<file path="src/rtl/edge_demod_pkg.sv">
package edge_demod_pkg;
  typedef enum logic [1:0] {
    ST_IDLE = 2'd0,
    ST_WAIT = 2'd1,
    ST_RECV = 2'd2
  } demod_st_e;
endpackage

</file>
<file path="src/rtl/edge_demod_sync.sv">
module edge_demod_sync (
  input  logic clk_i,
  input  logic rst_ni,
  input  logic rx_i,
  output logic edge_o
);
  logic s1_q, s2_q, s3_q;

  always_ff @(posedge clk_i or negedge rst_ni) begin
    if (!rst_ni) begin
      s1_q <= 1'b0;
      s2_q <= 1'b0;
      s3_q <= 1'b0;
    end else begin
      s1_q <= rx_i;
      s2_q <= s1_q;
      s3_q <= s2_q;
    end
  end

  // s2 is the first safe sample; s3 holds the previous one
  assign edge_o = s2_q ^ s3_q;
endmodule

</file>
<file path="src/rtl/edge_demod_tick.sv">
module edge_demod_tick #(
  parameter int DIV = 50
) (
  input  logic clk_i,
  input  logic rst_ni,
  input  logic run_i,
  output logic tick_o
);
  localparam int W = (DIV > 1) ? $clog2(DIV) : 1;

  logic [W-1:0] pre_q;

  assign tick_o = run_i && (pre_q == W'(DIV - 1));

  always_ff @(posedge clk_i or negedge rst_ni) begin
    if (!rst_ni)                pre_q <= '0;
    else if (!run_i || tick_o)  pre_q <= '0;
    else                        pre_q <= pre_q + 1'b1;
  end

  assert_tick_spacing_R2: assert property (@(posedge clk_i) disable iff (!rst_ni)
    ((DIV > 1) && tick_o) |=> !tick_o);
endmodule

</file>
<file path="src/rtl/edge_demod_cnt.sv">
module edge_demod_cnt #(
  parameter int CNT_W = 7
) (
  input  logic             clk_i,
  input  logic             rst_ni,
  input  logic             clear_i,
  input  logic             edge_i,
  output logic [CNT_W-1:0] cnt_o
);
  localparam logic [CNT_W-1:0] CNT_MAX = '1;

  always_ff @(posedge clk_i or negedge rst_ni) begin
    if (!rst_ni)                          cnt_o <= '0;
    else if (clear_i)                     cnt_o <= '0;
    else if (edge_i && cnt_o != CNT_MAX)  cnt_o <= cnt_o + 1'b1;
  end

  assert_no_wrap_R5: assert property (@(posedge clk_i) disable iff (!rst_ni)
    ($past(cnt_o) == CNT_MAX && !$past(clear_i)) |-> cnt_o == CNT_MAX);
endmodule

</file>
<file path="src/rtl/edge_bit_demod.sv">
module edge_bit_demod
  import edge_demod_pkg::*;
#(
  parameter int CLK_PER_US = 50,
  parameter int WIN_US     = 100,
  parameter int MAX_BITS   = 32,
  parameter int ONE_MIN    = 20,
  parameter int ONE_MAX    = 60,
  parameter int CNT_W      = 7,
  parameter int DLY_W      = 16,
  parameter int NB_W       = $clog2(MAX_BITS + 1)
) (
  input  logic                clk_i,
  input  logic                rst_ni,
  input  logic                start_i,
  input  logic [NB_W-1:0]     nbits_i,
  input  logic [DLY_W-1:0]    delay_us_i,
  input  logic                crypt_en_i,
  input  logic [MAX_BITS-1:0] key_i,
  input  logic                rx_i,
  output logic [MAX_BITS-1:0] data_o,
  output logic [NB_W-1:0]     nbits_o,
  output logic                done_o
);
  localparam int IDX_W = (MAX_BITS > 1) ? $clog2(MAX_BITS) : 1;
  localparam logic [CNT_W-1:0] BAND_LO = CNT_W'(ONE_MIN);
  localparam logic [CNT_W-1:0] BAND_HI = CNT_W'(ONE_MAX);
  localparam logic [DLY_W-1:0] WIN_END = DLY_W'(WIN_US - 1);
  localparam logic [NB_W-1:0]  NB_CAP  = NB_W'(MAX_BITS);

  demod_st_e            state_q;
  logic [NB_W-1:0]      nb_q, bit_q;
  logic [DLY_W-1:0]     dly_q, us_q;
  logic [MAX_BITS-1:0]  key_q, acc_q, acc_nxt;
  logic                 crypt_q;
  logic                 edge_w, tick_w, win_end_w, bit_val_w, busy_w;
  logic [CNT_W-1:0]     cnt_w;
  logic [NB_W-1:0]      nb_req_w;
  logic [IDX_W-1:0]     idx_w;

  assign busy_w    = (state_q != ST_IDLE);
  assign nb_req_w  = (nbits_i > NB_CAP) ? NB_CAP : nbits_i;
  assign win_end_w = (state_q == ST_RECV) && tick_w && (us_q == WIN_END);
  assign idx_w     = bit_q[IDX_W-1:0];
  assign bit_val_w = ((cnt_w > BAND_LO) && (cnt_w < BAND_HI)) ^ (crypt_q & key_q[idx_w]);

  always_comb begin
    acc_nxt        = acc_q;
    acc_nxt[idx_w] = bit_val_w;
  end

  edge_demod_sync i_sync (
    .clk_i  (clk_i),
    .rst_ni (rst_ni),
    .rx_i   (rx_i),
    .edge_o (edge_w)
  );

  edge_demod_tick #(.DIV(CLK_PER_US)) i_tick (
    .clk_i  (clk_i),
    .rst_ni (rst_ni),
    .run_i  (busy_w),
    .tick_o (tick_w)
  );

  edge_demod_cnt #(.CNT_W(CNT_W)) i_cnt (
    .clk_i   (clk_i),
    .rst_ni  (rst_ni),
    .clear_i ((state_q != ST_RECV) || win_end_w),
    .edge_i  (edge_w),
    .cnt_o   (cnt_w)
  );

  always_ff @(posedge clk_i or negedge rst_ni) begin
    if (!rst_ni) begin
      state_q <= ST_IDLE;
      nb_q    <= '0;
      bit_q   <= '0;
      dly_q   <= '0;
      us_q    <= '0;
      key_q   <= '0;
      acc_q   <= '0;
      crypt_q <= 1'b0;
      data_o  <= '0;
      nbits_o <= '0;
      done_o  <= 1'b0;
    end else begin
      done_o <= 1'b0;
      unique case (state_q)
        ST_IDLE: if (start_i) begin
          nb_q    <= nb_req_w;
          dly_q   <= delay_us_i;
          key_q   <= key_i;
          crypt_q <= crypt_en_i;
          acc_q   <= '0;
          bit_q   <= '0;
          us_q    <= '0;
          if (delay_us_i != '0)      state_q <= ST_WAIT;
          else if (nb_req_w != '0)   state_q <= ST_RECV;
          else begin
            done_o  <= 1'b1;
            data_o  <= '0;
            nbits_o <= '0;
          end
        end
        ST_WAIT: if (tick_w) begin
          if (us_q == dly_q - 1'b1) begin
            us_q <= '0;
            if (nb_q == '0) begin
              state_q <= ST_IDLE;
              done_o  <= 1'b1;
              data_o  <= '0;
              nbits_o <= '0;
            end else begin
              state_q <= ST_RECV;
            end
          end else begin
            us_q <= us_q + 1'b1;
          end
        end
        ST_RECV: if (tick_w) begin
          if (us_q == WIN_END) begin
            us_q  <= '0;
            acc_q <= acc_nxt;
            bit_q <= bit_q + 1'b1;
            if (bit_q == nb_q - 1'b1) begin
              state_q <= ST_IDLE;
              done_o  <= 1'b1;
              data_o  <= acc_nxt;
              nbits_o <= nb_q;
            end
          end else begin
            us_q <= us_q + 1'b1;
          end
        end
        default: state_q <= ST_IDLE;
      endcase
    end
  end

  assert_nbits_cap_R8: assert property (@(posedge clk_i) disable iff (!rst_ni)
    nbits_o <= NB_CAP);

  assert_upper_zero_R9: assert property (@(posedge clk_i) disable iff (!rst_ni)
    (data_o >> nbits_o) == '0);

  assert_start_ignored_R10: assert property (@(posedge clk_i) disable iff (!rst_ni)
    (busy_w && start_i) |=> ($stable(nb_q) && $stable(key_q) && $stable(dly_q) && $stable(crypt_q)));
endmodule

</file>
<file path="config.mk">
export PLATFORM = sky130hd
export DESIGN_NAME = edge_bit_demod
export DESIGN_NICKNAME = d
export VERILOG_FILES = /design/src/rtl/edge_demod_pkg.sv /design/src/rtl/edge_demod_sync.sv /design/src/rtl/edge_demod_tick.sv /design/src/rtl/edge_demod_cnt.sv /design/src/rtl/edge_bit_demod.sv
export SDC_FILE = /design/constraint.sdc
export NUM_CORES = 1
export LEC_CHECK = 0
export BUFFER_PORTS_ARGS = -buffer_cell sky130_fd_sc_hd__buf_4
export CAP_MARGIN = 20
export CELL_PAD_IN_SITES_DETAIL_PLACEMENT = 1
export CELL_PAD_IN_SITES_GLOBAL_PLACEMENT = 1
export CORE_UTILIZATION = 46
export CTS_CLUSTER_SIZE = 8
export DETAILED_ROUTE_END_ITERATION = 16
export GPL_ROUTABILITY_DRIVEN = 0
export PLACE_DENSITY_LB_ADDON = 0.15
export SETUP_SLACK_MARGIN = 0.02
export SYNTH_ARGS = -nofsm -noshare
export SYNTH_HDL_FRONTEND = slang
export SYNTH_SLANG_ARGS = --single-unit
</file>
<file path="constraint.sdc">
create_clock -name clk_i -period 3.7 [get_ports clk_i]
set_input_delay 0.185 -clock clk_i [delete_from_list [all_inputs] [get_ports clk_i]]
set_output_delay 0.185 -clock clk_i [all_outputs]
set_load 0.01 [all_outputs]
</file>
# Yosys cells after proc, flatten, opt, wreduce, memory -nomap -nowiden
# Cells that the tools add are included.
# op_classes
muxes	63
reduce_logical	22
addsub	6
n_bitwise	3
n_lt_le_gt_ge	5
n_eq_ne	18
# ops
operator	n
$mux 32	12
$pmux 32 s3	1
$mux 6	14
$mux 16	5
$pmux 32 s2	1
$pmux 16 s3	1
$bwmux 32	1
$mux 2	9
$pmux 6 s3	1
$add 16x1->16 const B	1
$eq 16x16->1	1
$eq 16x7->1 const B	1
$reduce_bool 16->1	1
$sub 16x1->16 const B	1
$mux 7	2
$add 6x1->6 const B	2
$ne 2x2->1 const B	6
$pmux 6 s2	1
$mux 1	11
$reduce_and 10->1	1
$ne 2x1->1 const B	4
$reduce_and 4->1	2
$add 7x1->7 const B	1
$gt 7x5->1 const B	1
27 further kinds	36
# word_totals
regBits	166
word_cells	133

# Logic depth before layout (Yosys ltp)
# Gate-level depths: netlist (run 1).
# depth
word_depth	9
depth_mapped	13

# Cells and area by module
# From an unflattened synthesis (run 1), not the netlist that was laid out.
# hier_totals
cells_unflattened	850
area_unflattened_um2	9007.4
# by_module_without_submodules
module	seq_area_each_um2	n_inst	cells_per_inst	area_each_um2
edge_bit_demod	3753.6	1	777	8204.1
edge_demod_cnt	175.2	1	41	427.9
edge_demod_tick	150.1	1	28	291.5
edge_demod_sync	75.1	1	4	83.8

# Worst setup path before layout (run 1)
# No wires, ideal clock.
# synth_timing
path_type	register to register
from	reg dly_q[0]
to	reg data_o[24]
stages_incl_launch_ff	13
setup_time_ps	141
required_ps	3559
arrival_time_ps	2755
path_buffers	2
setup_slack_ps	804
cell_sequence	dfrtp_1 -> inv_1 -> ha_1 -> or4b_4 -> o21ai_2 -> nand4_1 -> or4_1 -> nor4_1 -> o211ai_1 -> buf_6 -> buf_1 -> nand2_1 -> o41ai_2
# synth_via
elab_chain_cells	4
# synth_lines
item	line	source
from (decl)	edge_bit_demod.sv:33	logic [DLY_W-1:0] dly_q, us_q;
from (signal assigned)	edge_bit_demod.sv:92	dly_q <= delay_us_i;
$sub 16x1->16	edge_bit_demod.sv:107	if (us_q == dly_q - 1'b1) begin
$eq 16x16->1	edge_bit_demod.sv:107	
$ne 2x2->1 (no source line)	-	
$reduce_and 10->1 (no source line)	-	
to (signal assigned)	edge_bit_demod.sv:129	data_o <= acc_nxt;
to (decl)	edge_bit_demod.sv:21	output logic [MAX_BITS-1:0] data_o,
# No other way between the ends.
# A chain may end at the register's enable or synchronous reset.

# Worst setup path after layout (run 1)
# layout_timing
from	reg dly_q[0]
to	reg data_o[7]
# Same word-level chain as after synthesis.

==> results.md, run 1 <==
* Run status: complete, no violations
* Row cnt at 50
* Crit end category: flop
* Worst-skew pair later-pin latency at 0.43 ns
* Antenna Cells at 0
* Vias in the first global route at 7,887
* Drt via density at 5.70
* Final setup vio count at 0
* Hold depth at 2
* Pwr/cell area at 545 mW/mm^2
* Dominant cell type by area after synthesis: dfrtp_1
* Count of final max-slew check failures at 0
* DR pass1 iterations at 6
* Worst slew margin relative to its limit at 42.4%
* Fin nets at 1,106
* Die area at 0.0200 sq mm
* RSZ-0062 raised after global routing: false
* Final hold vios at 0
* Setup slack, reg-to-reg at 0.29 ns
* Clk pin slew, worst setup/hold paths at 0.07 ns
* Chip width at 142 microns
* Critical path required time at 4.07 ns
* Final WL at 26.0 mm
* Fmax at 293 MHz
* Worst clock skew at 0.0107 ns
* Io pins at 98
* Worst r2r path cells at 11
* Count leader, synth: dfrtp_1
* Slowest library cell on the worst path: or4_1
* CP Launch Type: flop
* Die extent in y at 142 microns
* Area contributors post-synth: dfrtp_1 46%, mux2_2 7.2%, nand2_1 3.8%, o21ai_0 3.2%, xor2_1 2.5%
* EDFF count, synth at 0
* Total negative slack at 0 ns
* Num CTS Buffers at 17
* Avg Synthesized Cell Area at 9.86 sq um
* Maximum vdd drop at 0.000361 V
* Gr usage total at 27.2%
* Share of post-route cells with drive strength above 1 at 23.1%
* Hold WS at 0.0101 ns
* Initial Util at 47.4%
* Arrival time worst endpoint at 3.78 ns
* Area of the multi-input gates at 0.00438 sq mm
* Slowest stage delay, CP at 0.55 ns
* Filler-free cell count of the finished design at 1,304
* Vias at 7,430
* Mapped cell area at 0.00896 sq mm
* H-tree levels at 4
* Post-synth ARST share at 100%
* Core area at 0.0189 sq mm
* First-pass GRT wire length at 42.3 mm
* Placed cell count at 1,226
* Leakage dissipation at 0.00485 uW
* Clock Root Buffer: clkbuf_16
* Reg-to-Reg End: data_o[7]
* WL/cell at 19.9 microns
* Hold Crit Start: delay_us_i[5]
* Leading register cell type out of synthesis: dfrtp_1
* Mapped Cells at 909
* Hold endpoint: dly_q[5]
* Min Tclk post-route at 3.41 ns
* Initial drt markers at 455
* Total global routing overflow at 0
* CTS-repair resized insts at 0
* RR Startpoint: dly_q[0]
* Remaining DRCs at 0
* Register area at 0.00415 sq mm
* Peak fanout along the critical path at 75
* CTS tree: built
* CP Class: flop to flop
* Fillers at 2,120
* CP Cell Sequence: inv_1 -> ha_1 -> or4b_4 -> o21ai_2 -> nand4_1 -> or4_1 -> nor4_1 -> o211ai_1 -> buf_12 -> a2111oi_2 -> a21o_1
* Yosys Warn Count at 0
* Area Overhead vs Synth at 23.2%
* Post-route ant nets at 0
* Distinct cells, synth at 63
* Yosys top cell area share at 46.4%
* Initial antenna violation count at 0
* Syn_nets at 983
* Slew @ Worst Pin at 0.864 ns
* FF+latch count, synth at 166
* Largest net degree at the start of global routing at 87
* HP Class: input port to flop
* I/O Buffers at 97
* CTS Buffer Depth at 2
* Final period util at 92.1%
* Synth top cells by count: 166 x dfrtp_1, 91 x nand2_1, 58 x o21ai_0, 57 x mux2_2, 56 x nor2_1
* Register area share after synthesis at 46.4%
* Total clock sinks at 166
* Detailed Place HPWL at 16.1 mm
* Maxcap violations at 0
[cells in the final DEF (no fill, tap or decap), drive strengths merged, types with 15 or more instances in the layout]
cell type,n
clkbuf,18
a21o,26
a21oi,41
dfrtp,166
mux2,58
o21ai,64
dlygate4sd3,47
ha,15
o22ai,24
a211oi,18
xnor2,21
nor2,56
xor2,26
inv,51
buf,118
nand2,91
nand3,33
[cell type report]
type,instances,share of cell area [%]
multi-input combinational,637,39.7
sequential,166,37.6
clock inverter,13,1.75
tap,260,2.95
timing repair buffer,165,12.4
clock buffer,18,3.98
inverter,45,1.53
[critical path: cells and delay by family, from the launching register on]
family / cells / cell delay [ns]
fa+ha+maj: 1 / 0.22
simple gates: 4 / 1.56
flops: 1 / 0.47
buf+inv: 2 / 0.36
compound gates: 4 / 0.71
[metrics by stage]
step	total power [uW]	utilization, %	worst slack [ns]	cell area, sq um
after floorplan	3530	-	0.804	8960
after global placement	3900	52.6	0.589	9930
after CTS	5980	58.4	0.351	11000
final	6010	58.4	0.292	11000
after detailed placement	3960	52.6	0.411	9930
after global routing	6290	58.4	0.136	11000
[kinds of logic (layout without fill, tap and decap cells)]
kind of cell    count (synthesis)  after routing  share of synthesized area (%)
flops                         166            166                           46.4
compound gates                228            228                           17.4
mux                            70             70                           9.47
xor+xnor                       47             47                           4.60
buf+inv                       106            241                           4.86
simple gates                  277            277                           15.2
fa+ha+maj                      15             15                           2.09
[metal layers]
metal  global-route usage [%]  wire, microns  vias up
met5                        0              0        -
met4                     8.60            477        0
met3                     3.61            923       35
met2                     46.7          13200      167
met1                     35.6          11300     3765
li1                         -              -     3463
[what timing repair did]
| action | in CTS | in global routing |
|---|---|---|
| setup endpoints to repair | 0 | 0 |
| buffers inserted | 0 | 0 |
| hold buffers | 47 | 0 |
| endpoints found under the hold margin | 129 | 0 |
[worst max-delay path by stage]
| stage | startpoint | slack (ns) | to | depth (start not counted) |
|---|---|---|---|---|
| floorplan | dly_q[0] | 0.80 | data_o[24] | 12 |
| global placement | dly_q[0] | 0.59 | data_o[7] | 11 |
| detailed placement | dly_q[0] | 0.41 | data_o[7] | 11 |
| CTS | dly_q[0] | 0.35 | data_o[7] | 11 |
| global route | dly_q[0] | 0.14 | data_o[7] | 11 |
| finish | dly_q[0] | 0.29 | data_o[7] | 11 |
[sequential cells by signal, summed over array words and instances (netlist names)]
| name | count |
|---|---|
| acc_q | 32 |
| bit_q | 6 |
| crypt_q | 1 |
| data_o | 32 |
| dly_q | 16 |
| done_o | 1 |
| i_cnt.cnt_o | 7 |
| i_sync.s1_q | 1 |
| i_sync.s2_q | 1 |
| i_sync.s3_q | 1 |
| i_tick.pre_q | 6 |
| key_q | 32 |
| nb_q | 6 |
| nbits_o | 6 |
| state_q | 2 |
| us_q | 16 |
[power breakdown]
part	switching, uW	internal [uW]	leakage, uW
Sequential	341	2120	0.00219
Clock	795	1160	0.000310
Combinational	873	726	0.00235
Note: power is estimated with default switching activity, not from simulation.
==> run 2, diff against run 1 <==
Settings changed: ABC_AREA set to 1, CORE_UTILIZATION 46 to 43.
==> run 2 against run 1 <==
Compared with the run above:
- hold slack better by 0.016 ns
- non-clock buffer count down 14
- largest power group is now combinational cells
- total power up 16%
- worst setup slack better by 0.46 ns
- critical path type unchanged
- sequential power up 2%
- wire length up 4.2%
- die area up 11%
- synthesized cell count up 45%
- highest routed layer unchanged
- sequential cell count unchanged
- clock-buffer cell count up 2
- register-to-register slack better by 0.46 ns
==> results.md, run 2 <==
* Min Tclk post-route at 2.95 ns (was 3.41 ns)
* Io pins at 98 (unchanged)
* Met3 GRT Util at 3.39% (was 3.61%)
* Setup slack, reg-to-reg at 0.75 ns (was 0.29 ns)
* H-tree levels at 4 (unchanged)
* Count of final max-slew check failures at 0 (unchanged)
* RSZ-0062 raised after global routing: false (unchanged)
* Fmax at 339 MHz (was 293 MHz)
* Initial drt markers at 430 (was 455)
* Filler-free cell count of the finished design at 1,725 (was 1,304)
* EDFF count, synth at 0 (unchanged)
* Run status: complete, no violations (unchanged)
* Remaining DRCs at 0 (unchanged)
* Hold depth at 3 (was 2)
* FF+latch count, synth at 166 (unchanged)
* Worst r2r path cells at 16 (was 11)
* RR Startpoint: bit_q[1] (was dly_q[0])
* Worst clock skew at 0.0204 ns (was 0.0107 ns)
* Worst setup startpoint: bit_q[1] (was dly_q[0])
* Synth top cells by count: 481 x nand2_1, 166 x dfrtp_1, 159 x nor2_1, 147 x inv_1, 84 x nand3_1 (was 166 x dfrtp_1, 91 x nand2_1, 58 x o21ai_0, 57 x mux2_2, 56 x nor2_1)
* WL/cell at 15.7 microns (was 19.9 microns)
* Leading register cell type out of synthesis: dfrtp_1 (unchanged)
* Die area at 0.0222 sq mm (was 0.0200 sq mm)
* Total clock sinks at 166 (unchanged)
* Yosys Warn Count at 0 (unchanged)
* Slew @ Worst Pin at 0.974 ns (was 0.864 ns)
* Largest family of logic cells by synthesized area: simple AND/OR/NAND/NOR gates (was compound AO/OA/AOI/OAI gates)
* Clock Root Buffer: clkbuf_16 (unchanged)
* Commonest non-fill, non-tap cell in the layout: nand2_1 (was dfrtp_1)
* Detailed Place HPWL at 18.9 mm (was 16.1 mm)
* Drt via density at 5.06 (was 5.70)
* Pwr/cell area at 620 mW/mm^2 (was 545 mW/mm^2)
* Vias at 8,733 (was 7,430)
* Share of post-route cells with drive strength above 1 at 11.4% (was 23.1%)
* Arrival time worst endpoint at 3.27 ns (was 3.78 ns)
* Slowest stage delay, CP at 0.68 ns (was 0.55 ns)
* Mapped cell area at 0.00930 sq mm (was 0.00896 sq mm)
* Commonest cells after routing, fill and taps aside: 479 x nand2_1, 166 x dfrtp_1, 159 x nor2_1, 147 x inv_1, 110 x buf_4 (was 166 x dfrtp_1, 116 x buf_4, 90 x nand2_1, 58 x o21ai_0, 57 x mux2_2)
* Peak fanout along the critical path at 14 (was 75)
* Maximum vdd drop at 0.000361 V (about the same)
* Synth Area in XOR/XNOR at 3.01% (was 4.59%)
* GR Layer Usage met2 at 46.6% (was 46.7%)
* Total power at 6970 uW (was 6010 uW)
* Chip width at 149 microns (was 142 microns)
* Initial Util at 44.1% (was 47.4%)
* Antenna Cells at 0 (unchanged)
* Area Overhead vs Synth at 20.9% (was 23.2%)
* Critical path required time at 4.02 ns (was 4.07 ns)
* Final setup vio count at 0 (unchanged)
* Syn_nets at 1,391 (was 983)
* Avg Synthesized Cell Area at 7.06 sq um (was 9.86 sq um)
* Initial antenna violation count at 0 (unchanged)
* First-pass GRT wire length at 45.9 mm (was 42.3 mm)
* Core area at 0.0211 sq mm (was 0.0189 sq mm)
* Row cnt at 53 (was 50)
* Count leader, synth: nand2_1 (was dfrtp_1)
* Die extent in y at 149 microns (was 142 microns)
* Biggest regs: acc_q x32, data_o x32, key_q x32 (unchanged)
* Core Util, Final at 53.3% (was 58.4%)
* CTS Buffer Depth at 2 (unchanged)
* Dominant cell type by area after synthesis: dfrtp_1 (unchanged)
* Final WL at 27.0 mm (was 26.0 mm)
* Simple-gate share of the synthesized area at 34.2% (was 15.2%)
* Leakage dissipation at 0.00602 uW (was 0.00485 uW)
* CP Cell Sequence: inv_1 -> nor2_1 -> o21ai_0 -> o21ai_1 -> nand2_1 -> nand2_1 -> nor2_1 -> nand2_1 -> nand2_1 -> nand2_1 -> buf_4 -> nand3_1 -> nand2_1 -> inv_1 -> nand2_1 -> nand2_1 (was inv_1 -> ha_1 -> or4b_4 -> o21ai_2 -> nand4_1 -> or4_1 -> nor4_1 -> o211ai_1 -> buf_12 -> a2111oi_2 -> a21o_1)
* Hold endpoint: nb_q[0] (was dly_q[5])
* Met1 GRT Util at 32.4% (was 35.6%)
* Fin nets at 1,511 (was 1,106)
* Total negative slack at 0 ns (unchanged)
* Gr busiest metal: met2 (unchanged)
* Mux cell area share after synthesis at 0% (was 9.47%)
* Crit end category: flop (unchanged)
* Post-route cell area at 0.0112 sq mm (was 0.0110 sq mm)
* Register area share after synthesis at 44.7% (was 46.4%)
* Vias in the first global route at 9,356 (was 7,887)
* CP most frequent cell: nand2_1
* Hold Crit Start: nbits_i[0] (was delay_us_i[5])
* Area contributors post-synth: dfrtp_1 45%, nand2_1 19%, nor2_1 6.4%, inv_1 5.9%, nand3_1 4.5% (was dfrtp_1 46%, mux2_2 7.2%, nand2_1 3.8%, o21ai_0 3.2%, xor2_1 2.5%)
* Final hold vios at 0 (unchanged)
* Synth Area in Adders at 2.02% (was 2.09%)
* Maxcap violations at 0 (unchanged)
* Slowest library cell on the worst path: dfrtp_1 (was or4_1)
* Compound-cell area share of the yosys netlist at 7.29% (was 17.4%)
* Clk pin slew, worst setup/hold paths at 0.07 ns (about the same)
* Total global routing overflow at 0 (unchanged)
* Largest net degree at the start of global routing at 100 (was 87)
* DR pass1 iterations at 5 (was 6)
* Worst slew margin relative to its limit at 35.1% (was 42.4%)
* Placed Area at 0.0103 sq mm (was 0.00993 sq mm)
* CTS tree: built (unchanged)
* Placed cell count at 1,654 (was 1,226)
* Mapped Cells at 1,317 (was 909)
* Post-synth ARST share at 100% (unchanged)
* I/O Buffers at 97 (unchanged)
* Final period util at 79.8% (was 92.1%)
* HP Class: input port to flop (unchanged)
* Post-route ant nets at 0 (unchanged)
* Yosys top cell area share at 44.7% (was 46.4%)
* Worst-skew pair later-pin latency at 0.44 ns (was 0.43 ns)
* CP Class: flop to flop (unchanged)
* Gr usage total at 26.0% (was 27.2%)
* CP Launch Type: flop (unchanged)
* Num CTS Buffers at 17 (unchanged)
* Reg-to-Reg End: data_o[16] (was data_o[7])
* Distinct cells, synth at 37 (was 63)
run 2: per-stage QoR:
stage                     hold WS, ns  worst slack (ns)
after floorplan                -0.111              1.59
after global placement          0.297             0.879
after detailed placement        0.300             0.809
after CTS                      0.0262             0.706
after global routing           0.0391             0.498
final                          0.0261             0.748
run 2: layout make-up:
cell class	count	area, sq um
fillers	2742	9850
multi-input cells	950	4330
flip-flops and latches	166	4150
repair buffers	151	1260
inverters	151	567
clock buffers	20	457
well taps	275	344
clock inverters	12	119
run 2: what timing repair did:
item                                    CTS  global route
buffers inserted                          0             0
hold buffers                             38             0
resized for setup                         0             0
endpoints found under the setup margin    0             0
hold endpoints to repair                133             0
run 2: per-layer routing:
layer	vias up	part of all wire, %	wire, microns
met5	-	0	0
met4	0	1.9	502
met3	36	2.3	612
met2	132	50	13600
met1	4259	46	12400
li1	4306	-	-
run 2: logic make-up after synthesis:
family,Yosys count
flip-flops,166
buffers and inverters,201
AO/OA/AOI/OAI,122
adder cells (fa/ha/maj),15
XOR/XNOR,32
AND/OR/NAND/NOR,781
run 2: critical path: cells and delay by family, from the launching register on:
kind | cells | cell delay (ns)
compound gates | 2 | 0.27
buf+inv | 3 | 0.71
flops | 1 | 0.68
simple gates | 11 | 1.14
run 2: power by group:
group	switching, uW	total, uW	internal, uW	leakage (uW)
registers	328	2510	2180	0.00222
logic	1830	2690	862	0.00352
clock network	801	1780	975	0.000273
run 2: how the worst max path moves through the flow:
stage,to,slack [ns],depth (start not counted)
finish,data_o[16],0.75,16
global route,us_q[3],0.50,15
CTS,data_o[2],0.71,16
detailed placement,data_o[2],0.81,16
global placement,data_o[17],0.88,16
floorplan,data_o[10],1.59,17
